<file path="config.mk">
export PLATFORM = sky130hd
export DESIGN_NAME = wash_sequencer
export DESIGN_NICKNAME = d
export VERILOG_FILES = /design/src/rtl/wash_pkg.sv /design/src/rtl/wash_sync.sv /design/src/rtl/wash_timer.sv /design/src/rtl/wash_ctrl.sv /design/src/rtl/wash_sequencer.sv
export SDC_FILE = /design/constraint.sdc
export NUM_CORES = 1
export LEC_CHECK = 0
export BUFFER_PORTS_ARGS = -buffer_cell sky130_fd_sc_hd__buf_4
export CAP_MARGIN = 20
export CORE_ASPECT_RATIO = 1.2
export CORE_MARGIN = 8
export CORE_UTILIZATION = 45
export CTS_CLUSTER_SIZE = 24
export DETAILED_ROUTE_END_ITERATION = 7
export PLACE_DENSITY = 0.61
export SYNTH_ARGS = -nofsm -noshare
export SYNTH_HDL_FRONTEND = slang
export SYNTH_SLANG_ARGS = --single-unit
</file>
<file path="constraint.sdc">
create_clock -name clk -period 2.43 [get_ports clk]
set_input_delay 0.243 -clock clk [delete_from_list [all_inputs] [get_ports clk]]
set_output_delay 0.243 -clock clk [all_outputs]
set_load 0.005 [all_outputs]
</file>
<file path="src/rtl/wash_pkg.sv">
package wash_pkg;

  typedef enum logic [1:0] {
    ST_IDLE = 2'b00,
    ST_WASH = 2'b01,
    ST_DRY  = 2'b10,
    ST_EXIT = 2'b11
  } washState_t;

  // Strobes from the control to the phase timer.
  typedef struct packed {
    logic loadWash;
    logic loadDry;
  } timerCmd_t;

endpackage

</file>
<file path="src/rtl/wash_sync.sv">
module wash_sync #(
  parameter int STAGES = 2
) (
  input  logic clk,
  input  logic rst,
  input  logic asyncIn,
  output logic syncOut
);
  logic [STAGES-1:0] chain;

  genvar g;
  generate
    for (g = 0; g < STAGES; g++) begin : g_stage
      if (g == 0) begin : g_first
        always_ff @(posedge clk) begin
          if (rst) chain[0] <= 1'b0;
          else     chain[0] <= asyncIn;
        end
      end else begin : g_next
        always_ff @(posedge clk) begin
          if (rst) chain[g] <= 1'b0;
          else     chain[g] <= chain[g-1];
        end
      end
    end
  endgenerate

  assign syncOut = chain[STAGES-1];
endmodule

</file>
<file path="src/rtl/wash_timer.sv">
module wash_timer
  import wash_pkg::*;
#(
  parameter int WASH_TICKS = 300,
  parameter int DRY_TICKS  = 60,
  localparam int MAX_TICKS = (WASH_TICKS > DRY_TICKS) ? WASH_TICKS : DRY_TICKS,
  localparam int CNT_W     = $clog2(MAX_TICKS + 1)
) (
  input  logic      clk,
  input  logic      rst,
  input  logic      tickEn,
  input  timerCmd_t cmd,
  output logic      timerZero
);
  logic [CNT_W-1:0] count;

  always_ff @(posedge clk) begin
    if (rst)                            count <= '0;
    else if (cmd.loadWash)              count <= CNT_W'(WASH_TICKS);
    else if (cmd.loadDry)               count <= CNT_W'(DRY_TICKS);
    else if (tickEn && count != '0)     count <= count - 1'b1;
  end

  assign timerZero = (count == '0);

  // without a tick or a load the count holds
  p_timer_freeze_r7: assert property (@(posedge clk) disable iff (rst)
    (!tickEn && !cmd.loadWash && !cmd.loadDry) |=> $stable(count));

  // a wash load leaves the full wash duration in the counter
  p_wash_load_r3: assert property (@(posedge clk) disable iff (rst)
    cmd.loadWash |=> (count == CNT_W'(WASH_TICKS)));

  // a dry load leaves the full dry duration in the counter
  p_dry_load_r4: assert property (@(posedge clk) disable iff (rst)
    cmd.loadDry |=> (count == CNT_W'(DRY_TICKS)));
endmodule

</file>
<file path="src/rtl/wash_ctrl.sv">
module wash_ctrl
  import wash_pkg::*;
#(
  parameter bit ONE_HOT = 1'b0
) (
  input  logic       clk,
  input  logic       rst,
  input  logic       carSync,
  input  logic       timerZero,
  output timerCmd_t  cmd,
  output logic       waterOn,
  output logic       dryerOn,
  output logic [3:0] stateCode
);
  washState_t stateQ, stateNext;
  logic [3:0] codeNext;

  always_comb begin
    stateNext = stateQ;
    cmd       = '0;
    case (stateQ)
      ST_IDLE: if (carSync) begin
        stateNext    = ST_WASH;
        cmd.loadWash = 1'b1;
      end
      ST_WASH: if (timerZero) begin
        stateNext   = ST_DRY;
        cmd.loadDry = 1'b1;
      end
      ST_DRY:  if (timerZero) stateNext = ST_EXIT;
      ST_EXIT: if (!carSync)  stateNext = ST_IDLE;
      default: stateNext = ST_IDLE;
    endcase
  end

  generate
    if (ONE_HOT) begin : g_onehot
      assign codeNext = 4'b0001 << stateNext;
    end else begin : g_binary
      assign codeNext = {2'b00, stateNext};
    end
  endgenerate

  always_ff @(posedge clk) begin
    if (rst) begin
      stateQ    <= ST_IDLE;
      waterOn   <= 1'b0;
      dryerOn   <= 1'b0;
      stateCode <= ONE_HOT ? 4'b0001 : 4'b0000;
    end else begin
      stateQ    <= stateNext;
      waterOn   <= (stateNext == ST_WASH);
      dryerOn   <= (stateNext == ST_DRY);
      stateCode <= codeNext;
    end
  end

  // reset leaves the idle phase with both loads off
  p_reset_idle_r1: assert property (@(posedge clk)
    rst |=> (stateQ == ST_IDLE && !waterOn && !dryerOn));

  // the two loads are mutually exclusive
  p_excl_r10: assert property (@(posedge clk) disable iff (rst)
    !(waterOn && dryerOn));

  // a synchronized vehicle in idle starts washing
  p_start_r2: assert property (@(posedge clk) disable iff (rst)
    (stateQ == ST_IDLE && carSync) |=> (stateQ == ST_WASH && waterOn));

  // drying ends in the exit wait with the dryer off
  p_dry_done_r5: assert property (@(posedge clk) disable iff (rst)
    (stateQ == ST_DRY && timerZero) |=> (stateQ == ST_EXIT && !dryerOn && !waterOn));

  // the exit wait holds while the vehicle is still present
  p_exit_hold_r6: assert property (@(posedge clk) disable iff (rst)
    (stateQ == ST_EXIT && carSync) |=> (stateQ == ST_EXIT));

  // sensor changes do not end washing early
  p_wash_hold_r8: assert property (@(posedge clk) disable iff (rst)
    (stateQ == ST_WASH && !timerZero) |=> (stateQ == ST_WASH));

  // one-hot code keeps exactly one bit set
  p_code_onehot_r9: assert property (@(posedge clk) disable iff (rst)
    ONE_HOT |-> ($countones(stateCode) == 1));
endmodule

</file>
<file path="src/rtl/wash_sequencer.sv">
module wash_sequencer
  import wash_pkg::*;
#(
  parameter int WASH_TICKS  = 300,
  parameter int DRY_TICKS   = 60,
  parameter bit ONE_HOT     = 1'b0,
  parameter int SYNC_STAGES = 2
) (
  input  logic       clk,
  input  logic       rst,
  input  logic       carPresent,
  input  logic       tickEn,
  output logic       waterOn,
  output logic       dryerOn,
  output logic [3:0] stateCode
);
  logic      carSync;
  logic      timerZero;
  timerCmd_t cmd;

  wash_sync #(.STAGES(SYNC_STAGES)) u_sync (
    .clk(clk), .rst(rst), .asyncIn(carPresent), .syncOut(carSync)
  );

  wash_timer #(.WASH_TICKS(WASH_TICKS), .DRY_TICKS(DRY_TICKS)) u_timer (
    .clk(clk), .rst(rst), .tickEn(tickEn), .cmd(cmd), .timerZero(timerZero)
  );

  wash_ctrl #(.ONE_HOT(ONE_HOT)) u_ctrl (
    .clk(clk), .rst(rst), .carSync(carSync), .timerZero(timerZero),
    .cmd(cmd), .waterOn(waterOn), .dryerOn(dryerOn), .stateCode(stateCode)
  );
endmodule

</file>
### Word level (Yosys, flattened, before mapping)

Index checks and enable logic that the tools add are counted.

| operators by class | value |
|---|---|
| add/sub/neg operators | 1 |
| equality and inequality tests | 5 |
| mux-type cells | 12 |
| reduce and logical (&&, ||, !) cells | 8 |

Operator list:

| kind | number |
|---|---|
| 9-bit 2-to-1 mux | 3 |
| 9-bit zero test | 1 |
| 9-bit nonzero test | 1 |
| 9-bit by 1-bit subtractor with 9-bit output, second input constant | 1 |
| 2-bit 2-to-1 mux | 4 |
| 2-bit case mux with 4 select lines | 1 |
| 2-bit == test, second input constant | 3 |
| 2-bit by 1-bit == test with 1-bit output, second input constant | 2 |
| 1-bit 2-to-1 mux | 4 |
| 3-bit nonzero test | 1 |
| 3-bit OR reduction | 1 |
| 2-bit zero test | 1 |
| 2-bit nonzero test | 1 |
| 2-bit OR reduction | 1 |
| 1-bit logical AND | 1 |

| storage, ports and cells | value |
|---|---|
| flip-flop bits (word level) | 17 |
| input bits | 4 |
| output and inout bits | 6 |
| logic and storage cells | 35 |

### Depth between registers and ports, before layout

Gate-level depths: netlist of the first run.

| logic depth | value |
|---|---|
| depth after elaboration | 5 |
| depth in mapped cells | 6 |
| depth with buffers taken out | 6 |

### By module

Synthesis of the first run repeated with hierarchy kept, for this count alone.

| unflattened totals | value |
|---|---|
| cell total of the unflattened synthesis | 89 |
| area, all modules | 793.3 µm² |

Modules (own cells, without submodules):

| module | times used | cells an instance | area an instance (µm²) | sequential area each (µm²) |
|---|---|---|---|---|
| wash_timer | 1 | 63 | 553.0 | 180.2 |
| wash_ctrl | 1 | 22 | 187.7 | 80.1 |
| wash_sync | 1 | 4 | 52.6 | 40.0 |

### Least setup slack after synthesis of the first run

Ideal clock, no wire load.

| timing path | value |
|---|---|
| path type | reg-to-reg |
| start point | reg u_timer.count[0] |
| end point | reg u_timer.count[3] |
| library setup time | 0.095 ns |
| arrival | 1.790 ns |
| data required time | 2.335 ns |
| path slack | 0.545 ns |
| cell stages (with the launch flop) | 7 |
| buffers on the path | 0 |
| period minus slack after synthesis | 1.885 ns |
| cell sequence | dfxtp_1 -> inv_1 -> ha_1 -> or4b_4 -> o31a_1 -> or3_4 -> o311ai_1 |

| on the way | value |
|---|---|
| longest elaborated chain between the ends | 5 |
| elaborated cells between the ends (all ways) | 10 |
| those cells by class | 1 x add/sub; 5 x mux; 4 x reduce/logical |

Ends and longest elaborated chain:

| what | RTL line | text |
|---|---|---|
| from (decl) | wash_timer.sv:15 | `logic [CNT_W-1:0] count;` |
| from (signal assigned) | wash_timer.sv:19 | `else if (cmd.loadWash) count <= CNT_W'(WASH_TICKS);` |
| from (signal assigned) | wash_timer.sv:20 | `else if (cmd.loadDry) count <= CNT_W'(DRY_TICKS);` |
| from (signal assigned) | wash_timer.sv:21 | `else if (tickEn && count != '0) count <= count - 1'b1;` |
| branches (longest 5 deep; another with 9-bit by 1-bit subtractor with 9-bit output) | n/a |  |

Parallel ways; which one is timed is not known. The select of a mux whose other input is x is not followed.
A chain may end at the register's enable or synchronous reset.

### Final worst setup path of the first run

Ends and elaborated chain as after synthesis.

==> flow_summary.yaml, run 1 <==
status:
  outcome: "complete, no violations"
placement:
  io_buffers: 7
  place_area_um2: 802
  dp.cells: 109
  pre_cts_ws_ns: 0.442
  hpwl_um: 1140
  gp_congestion: 0.918
synth:
  synth_mux_area_share_pct: 2.71
  async_reset_ff_share_pct: 0
  ys_warn_count: 0
  ys_types: 34
  syn_area_um2: 738
  synth_xor_area_share_pct: 3.56
  ys_seq_area_share_pct: 40.7
  yosys_most_used_dff: "dfxtp_1"
  syn-mean-instance-area_um2: 8.58
  ys_ff_latch: 15
  synth_top_family_by_area: "simple AND/OR/NAND/NOR gates"
  yosys.area_share.simple_pct: 23.9
  synth_edf_count: 0
  synth_compound_area_share_pct: 20.8
  synth_cells: 86
  synthAdderAreaFrac_pct: 1.69
hold_path:
  hold_depth: 2
  hp-start: "carPresent"
  hold_end: "u_sync.chain[0]"
  min-delay-path-class: "input port to flip-flop"
critical_path:
  start_kind: "flip-flop"
  cp_max_fo: 7
  cp-startpoint: "u_timer.count[0]"
  r2r-end: "u_timer.count[3]"
  path_cells: "inv_1, ha_1, or4b_4, o31a_1, or3_4, o311ai_1"
  critPathTopFamily: "simple AND/OR/NAND/NOR gates"
  critPathKind: "flip-flop to flip-flop"
  path_buf_inv: 1
  crit_required_ns: 2.62
  crit_slowest_cell: "or4b_4"
  endpoint_kind: "flip-flop"
  crit_arrival_ns: 2.21
  critPathMaxStageDelay_ns: 0.51
  ff2ff_path_depth: 6
  rrSetupSlack_ns: 0.41
  worstReg2RegStart: "u_timer.count[0]"
grt:
  grtUsageMet3_pct: 2.94
  grtUsageMet2_pct: 16.9
  grt-ovfl-total: 0
  grt_pass1_vias: 612
  grt_pass1_wl_um: 2710
  busiest_layer: "met2"
  antenna_found_initial: 0
  grt_max_degree: 15
  gr-usage-met1_pct: 13.5
  grt_use_total_pct: 11.0
power_and_ir_drop:
  ir_drop_v: 0.000562
  p_leak_nw: 0.316
  power_mw: 1.02
  power.density_nw_per_um2: 1230
clock_tree:
  tritoncts: "done"
  clk_path_buf_depth: 2
  cts_max_level: 1
  clock-root-buffer: "clkbuf_4"
  cts_sinks: 15
  clock_latency_ns: 0.28
  cts-resized-gates: 0
  cts_made_buffers: 3
  clkTransAtPathRegs_ns: 0.09
  cts_setup_buffers: 0
  ctsHoldBuffers: 0
floorplanning:
  start_util_pct: 46.7
  die_width_um: 53.0
  num_io_pins: 10
  rows: 16
  coreArea_um2: 1580
  die_h_um: 60.4
  dieArea_um2: 3200
route:
  drt_wl_total_um: 1540
  ant_nets: 0
  via_count: 643
  dr.pass1.iters: 4
  drt_iter0_markers: 7
  vias_per_cell: 5.69
  wire_per_inst_um: 13.6
  route.detailed.drc: 0
final_layout:
  nFillCells: 154
  layout_commonest_cell: "dfxtp_1"
  multiInputGateArea_um2: 397
  drive_gt1_share_pct: 14.7
  fin_nets: 101
  fin_cells: 113
  num_antenna_cells: 0
  stdcell_area_um2: 830
  final_cell_mix: "15 x dfxtp_1, 8 x nor2_1, 8 x buf_4, 6 x inv_1, 6 x a21oi_1"
  fin_util_pct: 52.5
  area_growth_pct: 12.4
  register_area_um2: 300
timing:
  layout_setup_ws_ns: 0.411
  fin_tns_setup_ns: 0
  finalCritPeriodShare_pct: 83.1
  max-slew-margin-rel_pct: 66.1
  hold_viol: 0
  final-max-slew-violation-count: 0
  holdWs_ns: 0.175
  tightest_slew_ns: 0.504
  finalSetupViolCount: 0
  rsz0062_at_grt: "no"
  fmax_ghz: 0.495
  skew_ns: 0.000720
  fin_crit_ns: 2.02
flow_run:
  maxCapViolations: 0
==> cells in the mapped netlist (all sizes together), types with 3 or more instances <==
master / n / share of area, %
a21oi: 6 / 4.1
dfxtp: 15 / 41
inv: 6 / 3.1
nand3: 4 / 2.7
nor2: 8 / 4.1
nor2b: 3 / 2.5
nor3: 3 / 2.0
o21ai: 5 / 3.4
or3: 3 / 3.2
==> worst reg2reg max path, stage by stage (launching register included) <==
cell and delay [ns]:
dfxtp_1 0.33, inv_1 0.09, ha_1 0.27, or4b_4 0.51
o31a_1 0.31, or3_4 0.34, o311ai_1 0.08
==> power by group <==
part           internal (mW)  total (mW)  leakage [nW]  switching (mW)
clock network         0.0610       0.141        0.0177          0.0805
logic                  0.220       0.487         0.175           0.267
registers              0.312       0.396         0.123          0.0842
total                  0.593        1.02         0.316           0.431
==> worst max-delay path by stage <==
stage / end / cells after the start
2_1_floorplan: u_timer.count[3] / 6
3_3_place_gp: u_timer.count[3] / 6
3_5_place_dp: u_timer.count[3] / 6
4_1_cts: u_timer.count[3] / 6
5_1_grt: u_timer.count[3] / 6
6_report: u_timer.count[3] / 6
==> per-layer routing <==
metal | vias to the layer above | wire length [um]
met4 | 0 | 34
met3 | 5 | 71
li1 | 330 | -
met1 | 294 | 722
met5 | - | 0
met2 | 14 | 711
==> cell type report <==
class,count,area share (%)
clock buffer,3,2.71
sequential,15,36.2
clock inverter,1,0.603
tap,18,2.71
multi-input combinational,62,47.8
inverter,6,2.71
timing repair buffer,8,7.24
==> flip-flops by register name, summed over array words and instances, names as in the netlist <==
signal / flops
u_ctrl.stateCode: 2
u_sync.chain: 1
u_ctrl.waterOn: 1
u_sync.syncOut: 1
u_ctrl.dryerOn: 1
u_timer.count: 9
==> kinds of logic (layout without fill, tap and decap cells) <==
kind of cell | count (synthesis) | after routing
muxes | 2 | 2
AOI/OAI and AO/OA | 23 | 23
adders and majority gates | 1 | 1
other | 1 | 2
and+or+nand+nor | 31 | 31
xor gates and xnor gates | 3 | 3
DFF | 15 | 15
buffers and inverters | 10 | 18
No activity file was read; power rests on OpenSTA's default activity.
==> inputs of run 2 (changes only) <==
Clock period 2.43 ns to 2.1 ns, I/O delays scaled along.
==> flow_summary.yaml, run 2 (synthesis results as in run 1) <==
route:
  wire_per_inst_um: 14.0
  vias_per_cell: 5.82
  dr.pass1.iters: 4
  drt_wl_total_um: 1630
  drt_iter0_markers: 24
  ant_nets: 0
  via_count: 675
  route.detailed.drc: 0
final_layout:
  register_area_um2: 300
  regMostFlops: "u_timer.count"
  reg_top3: "u_timer.count: 9 flops, u_ctrl.stateCode: 2 flops"
  area_growth_pct: 15.4
  fin_cells: 116
  multiInputGateArea_um2: 397
  final_cell_mix: "15 x dfxtp_1, 11 x buf_4, 8 x nor2_1, 6 x inv_1, 6 x a21oi_1"
  largest_reg_flops: 9
  layout_commonest_cell: "dfxtp_1"
  fin_nets: 104
  drive_gt1_share_pct: 17.3
  fin_util_pct: 53.9
  nFillCells: 159
  num_antenna_cells: 0
clock_tree:
  cts_made_buffers: 3
  clock_latency_ns: 0.29
  clock-root-buffer: "clkbuf_4"
  tritoncts: "done"
  clkTransAtPathRegs_ns: 0.09
  cts_max_level: 1
  cts-resized-gates: 0
  ctsHoldBuffers: 0
  cts_sinks: 15
  clk_path_buf_depth: 2
  cts_setup_buffers: 0
timing:
  skew_ns: 0.00464
  fin_crit_ns: 1.89
  layout_setup_ws_ns: 0.206
  hold_viol: 0
  finalSetupViolCount: 0
  rsz0062_at_grt: "no"
  holdWs_ns: 0.138
  fin_tns_setup_ns: 0
  fmax_ghz: 0.528
  final-max-slew-violation-count: 0
  finalCritPeriodShare_pct: 90.2
critical_path:
  cp_max_fo: 4
  start_kind: "flip-flop"
  crit_arrival_ns: 2.10
  crit_required_ns: 2.30
  critPathKind: "flip-flop to flip-flop"
  ff2ff_path_depth: 6
  crit_slowest_cell: "or4b_4"
  path_cells: "inv_1, ha_1, or4b_4, o31a_1, or3_4, o311ai_1"
  endpoint_kind: "flip-flop"
  critPathMaxStageDelay_ns: 0.49
placement:
  io_buffers: 7
  pre_cts_ws_ns: 0.241
  dp.cells: 112
  gp_congestion: 0.832
  hpwl_um: 1200
power_and_ir_drop:
  ir_drop_v: 0.000748
  power_frac_clock_pct: 13.3
  p_int_mw: 0.747
  p_leak_nw: 0.330
  power.density_nw_per_um2: 1490
  p_comb_share_pct: 50.6
  p_switching_mw: 0.525
  swShare_pct: 41.3
  pwr-share-seq_pct: 36.1
floorplanning:
  num_io_pins: 10
  rows: 16
  dieArea_um2: 3200
  die_width_um: 53.0
  die_h_um: 60.4
  start_util_pct: 46.7
  coreArea_um2: 1580
status:
  outcome: "complete, no violations"
grt:
  grt_max_degree: 15
  antenna_found_initial: 0
  grt-ovfl-total: 0
  grt_use_total_pct: 11.4
  grt_pass1_vias: 626
  grt_pass1_wl_um: 2770
flow_run:
  maxCapViolations: 0
hold_path:
  hold_depth: 2
  min-delay-path-class: "input port to flip-flop"
-- run 2: worst max-delay path: cells and delay by family (launching register included) --
kind            cells  cell delay, ns
fa+ha+maj           1            0.17
simple gates        2            0.83
buf+inv             1            0.09
compound gates      2            0.38
flops               1            0.33
-- run 2: routing by layer --
layer | vias to the layer above | GRT usage, % | part of all wire [%] | routed length [um]
li1 | 340 | - | - | -
met1 | 319 | 12.9 | 44 | 709
met2 | 12 | 19.5 | 50 | 816
met3 | 4 | 2.21 | 4.8 | 78
met4 | 0 | 5.56 | 1.5 | 25
met5 | - | 0 | 0 | 0
-- run 2: cell type report --
cell class,count,area share (%)
well taps,18,2.64
repair buffers,11,9.69
inverters,6,2.64
clock inverters,1,0.587
clock buffers,3,2.64
flip-flops and latches,15,35.2
multi-input cells,62,46.5
-- run 2: power groups by stage --
stage | registers [mW] | logic, mW | clock network [mW]
finish | 0.459 | 0.643 | 0.169
CTS | 0.454 | 0.642 | 0.174
global route | 0.473 | 0.728 | 0.186
floorplan | 0.432 | 0.446 | 0
detailed placement | 0.462 | 0.636 | 0
global placement | 0.462 | 0.631 | 0
-- run 2: per-stage QoR --
stage          power, mW  area, um2
6_report            1.27        852
5_1_grt             1.39        852
4_1_cts             1.27        852
3_5_place_dp        1.10        825
3_3_place_gp        1.09        825
2_1_floorplan      0.878        742
-- run 2: final timing paths --
path                         start          endpoint  slack [ns]
setup reg to reg  u_timer.count[0]  u_timer.count[3]        0.21
setup / recovery  u_timer.count[0]  u_timer.count[3]        0.21
hold / removal          carPresent   u_sync.chain[0]        0.14
hold reg to reg    u_sync.chain[0]    u_sync.syncOut        0.46
==> inputs of run 3 (changes only) <==
Settings changed: PLACE_DENSITY 0.61 to 0.63.
Clock period 2.1 ns to 1.61 ns, I/O delays scaled along.
==> flow_summary.yaml, run 3 (synthesis results as in run 1) <==
floorplanning:
  dieArea_um2: 3200
  die_h_um: 60.4
  coreArea_um2: 1580
  rows: 16
  die_width_um: 53.0
  start_util_pct: 46.7
  num_io_pins: 10
timing:
  rsz0062_at_grt: "yes"
  final-max-slew-violation-count: 0
  skew_ns: 0.00259
  finalCritPeriodShare_pct: 109
  max-slew-margin-rel_pct: 67.5
  fin_crit_ns: 1.75
  fin_tns_setup_ns: -0.770
  layout_setup_ws_ns: -0.144
  finalSetupViolCount: 7
  fmax_ghz: 0.570
  hold_viol: 0
  tightest_slew_ns: 0.480
route:
  drt_wl_total_um: 1840
  ant_nets: 0
  dr.pass1.iters: 4
  route.detailed.drc: 0
  wire_per_inst_um: 14.3
  via_count: 725
  vias_per_cell: 5.62
  drt_iter0_markers: 11
critical_path:
  crit_arrival_ns: 1.95
  endpoint: "u_timer.count[3]"
  rrSetupSlack_ns: -0.14
  r2r-end: "u_timer.count[3]"
  cp_max_fo: 3
  ff2ff_path_depth: 6
  cp-startpoint: "u_timer.count[0]"
  critPathKind: "flip-flop to flip-flop"
  worstReg2RegStart: "u_timer.count[0]"
  start_kind: "flip-flop"
  crit_required_ns: 1.80
  endpoint_kind: "flip-flop"
final_layout:
  fin_util_pct: 63.1
  drive_gt1_share_pct: 36.9
  regMostFlops: "u_timer.count"
  area_growth_pct: 35.3
  reg_top3: "u_timer.count: 9 flops, u_ctrl.stateCode: 2 flops"
  num_antenna_cells: 0
  fin_nets: 117
  fin_cells: 129
  largest_reg_flops: 9
  final_cell_mix: "24 x buf_4, 13 x dfxtp_1, 6 x a21oi_1, 5 x nor2_1"
  layout_commonest_cell: "buf_4"
placement:
  io_buffers: 7
  hpwl_um: 1450
  pre_cts_ws_ns: -0.126
  dp.cells: 124
  gp_congestion: 0.798
grt:
  grt-ovfl-total: 0
  antenna_found_initial: 0
  grt_pass1_vias: 714
  grt_use_total_pct: 13.0
  grt_max_degree: 15
  grt_pass1_wl_um: 3110
clock_tree:
  cts_sinks: 15
  clkTransAtPathRegs_ns: 0.09
  cts_max_level: 1
  clock_latency_ns: 0.28
  tritoncts: "done"
  cts_made_buffers: 3
  clk_path_buf_depth: 2
  clock-root-buffer: "clkbuf_4"
status:
  violations: "negative setup slack"
  outcome: "finished with violations"
flow_run:
  maxCapViolations: 0
power_and_ir_drop:
  p_leak_nw: 0.398
  ir_drop_v: 0.00116
  power.density_nw_per_um2: 2050
hold_path:
  hp-start: "carPresent"
  min-delay-path-class: "input port to flip-flop"
-- run 3: changes by cell type in the layout (fill, tap and decap cells not counted), sizes merged --
cell	change
buf	+13
clkbuf	+1
clkinv	-1
-- run 3: timing repair --
action                     4_1_cts  5_1_grt
hold buffers                     0        0
pin swaps                        2        4
hold endpoints to repair         0        0
resized for setup                7        4
setup buffers                    1        0
setup endpoints to repair        9       12
-- run 3: power by group --
part | total [mW] | internal [mW] | switching (mW)
sequential | 0.546 | 0.475 | 0.0713
combinational | 1.29 | 0.661 | 0.629
clock | 0.213 | 0.0963 | 0.117
total | 2.05 | 1.23 | 0.818
-- run 3: how the worst min path moves through the flow --
stage          depth (start not counted)  slack, ns                to
6_report                               2       0.09   u_sync.chain[0]
5_1_grt                                2       0.09   u_sync.chain[0]
4_1_cts                                2       0.09   u_sync.chain[0]
3_5_place_dp                           2       0.39   u_sync.chain[0]
3_3_place_gp                           2       0.38   u_sync.chain[0]
2_1_floorplan                          1       0.27  u_timer.count[1]
-- run 3: per-stage QoR --
stage	power, mW	hold slack [ns]	instance area (um2)
6_report	2.05	0.0891	998
3_5_place_dp	1.70	0.388	930
4_1_cts	2.03	0.0887	985
2_1_floorplan	1.19	0.269	757
5_1_grt	2.22	0.0876	998
3_3_place_gp	1.69	0.379	930
-- run 3: area by class of cell --
type                       instances  area (um2)
fill                             146         583
multi-input combinational         62         444
sequential                        15         303
timing repair buffer              24         180
clock buffer                       4        26.3
inverter                           6        22.5
tap                               18        22.5
-- run 3: critical path, stage by stage (launching register included) --
cell and delay, ns:
dfxtp_2 0.33, inv_2 0.06, ha_4 0.12, or4b_4 0.46, o31a_1 0.27, or3_4 0.34
o311ai_1 0.07
-- run 3: metal layers --
layer | share of wire [%] | track usage (%) | vias up
li1 | - | - | 365
met1 | 41 | 14.2 | 348
met2 | 55 | 23.0 | 7
met3 | 2.3 | 2.94 | 5
met4 | 1.6 | 5.56 | 0
met5 | 0 | 0 | -
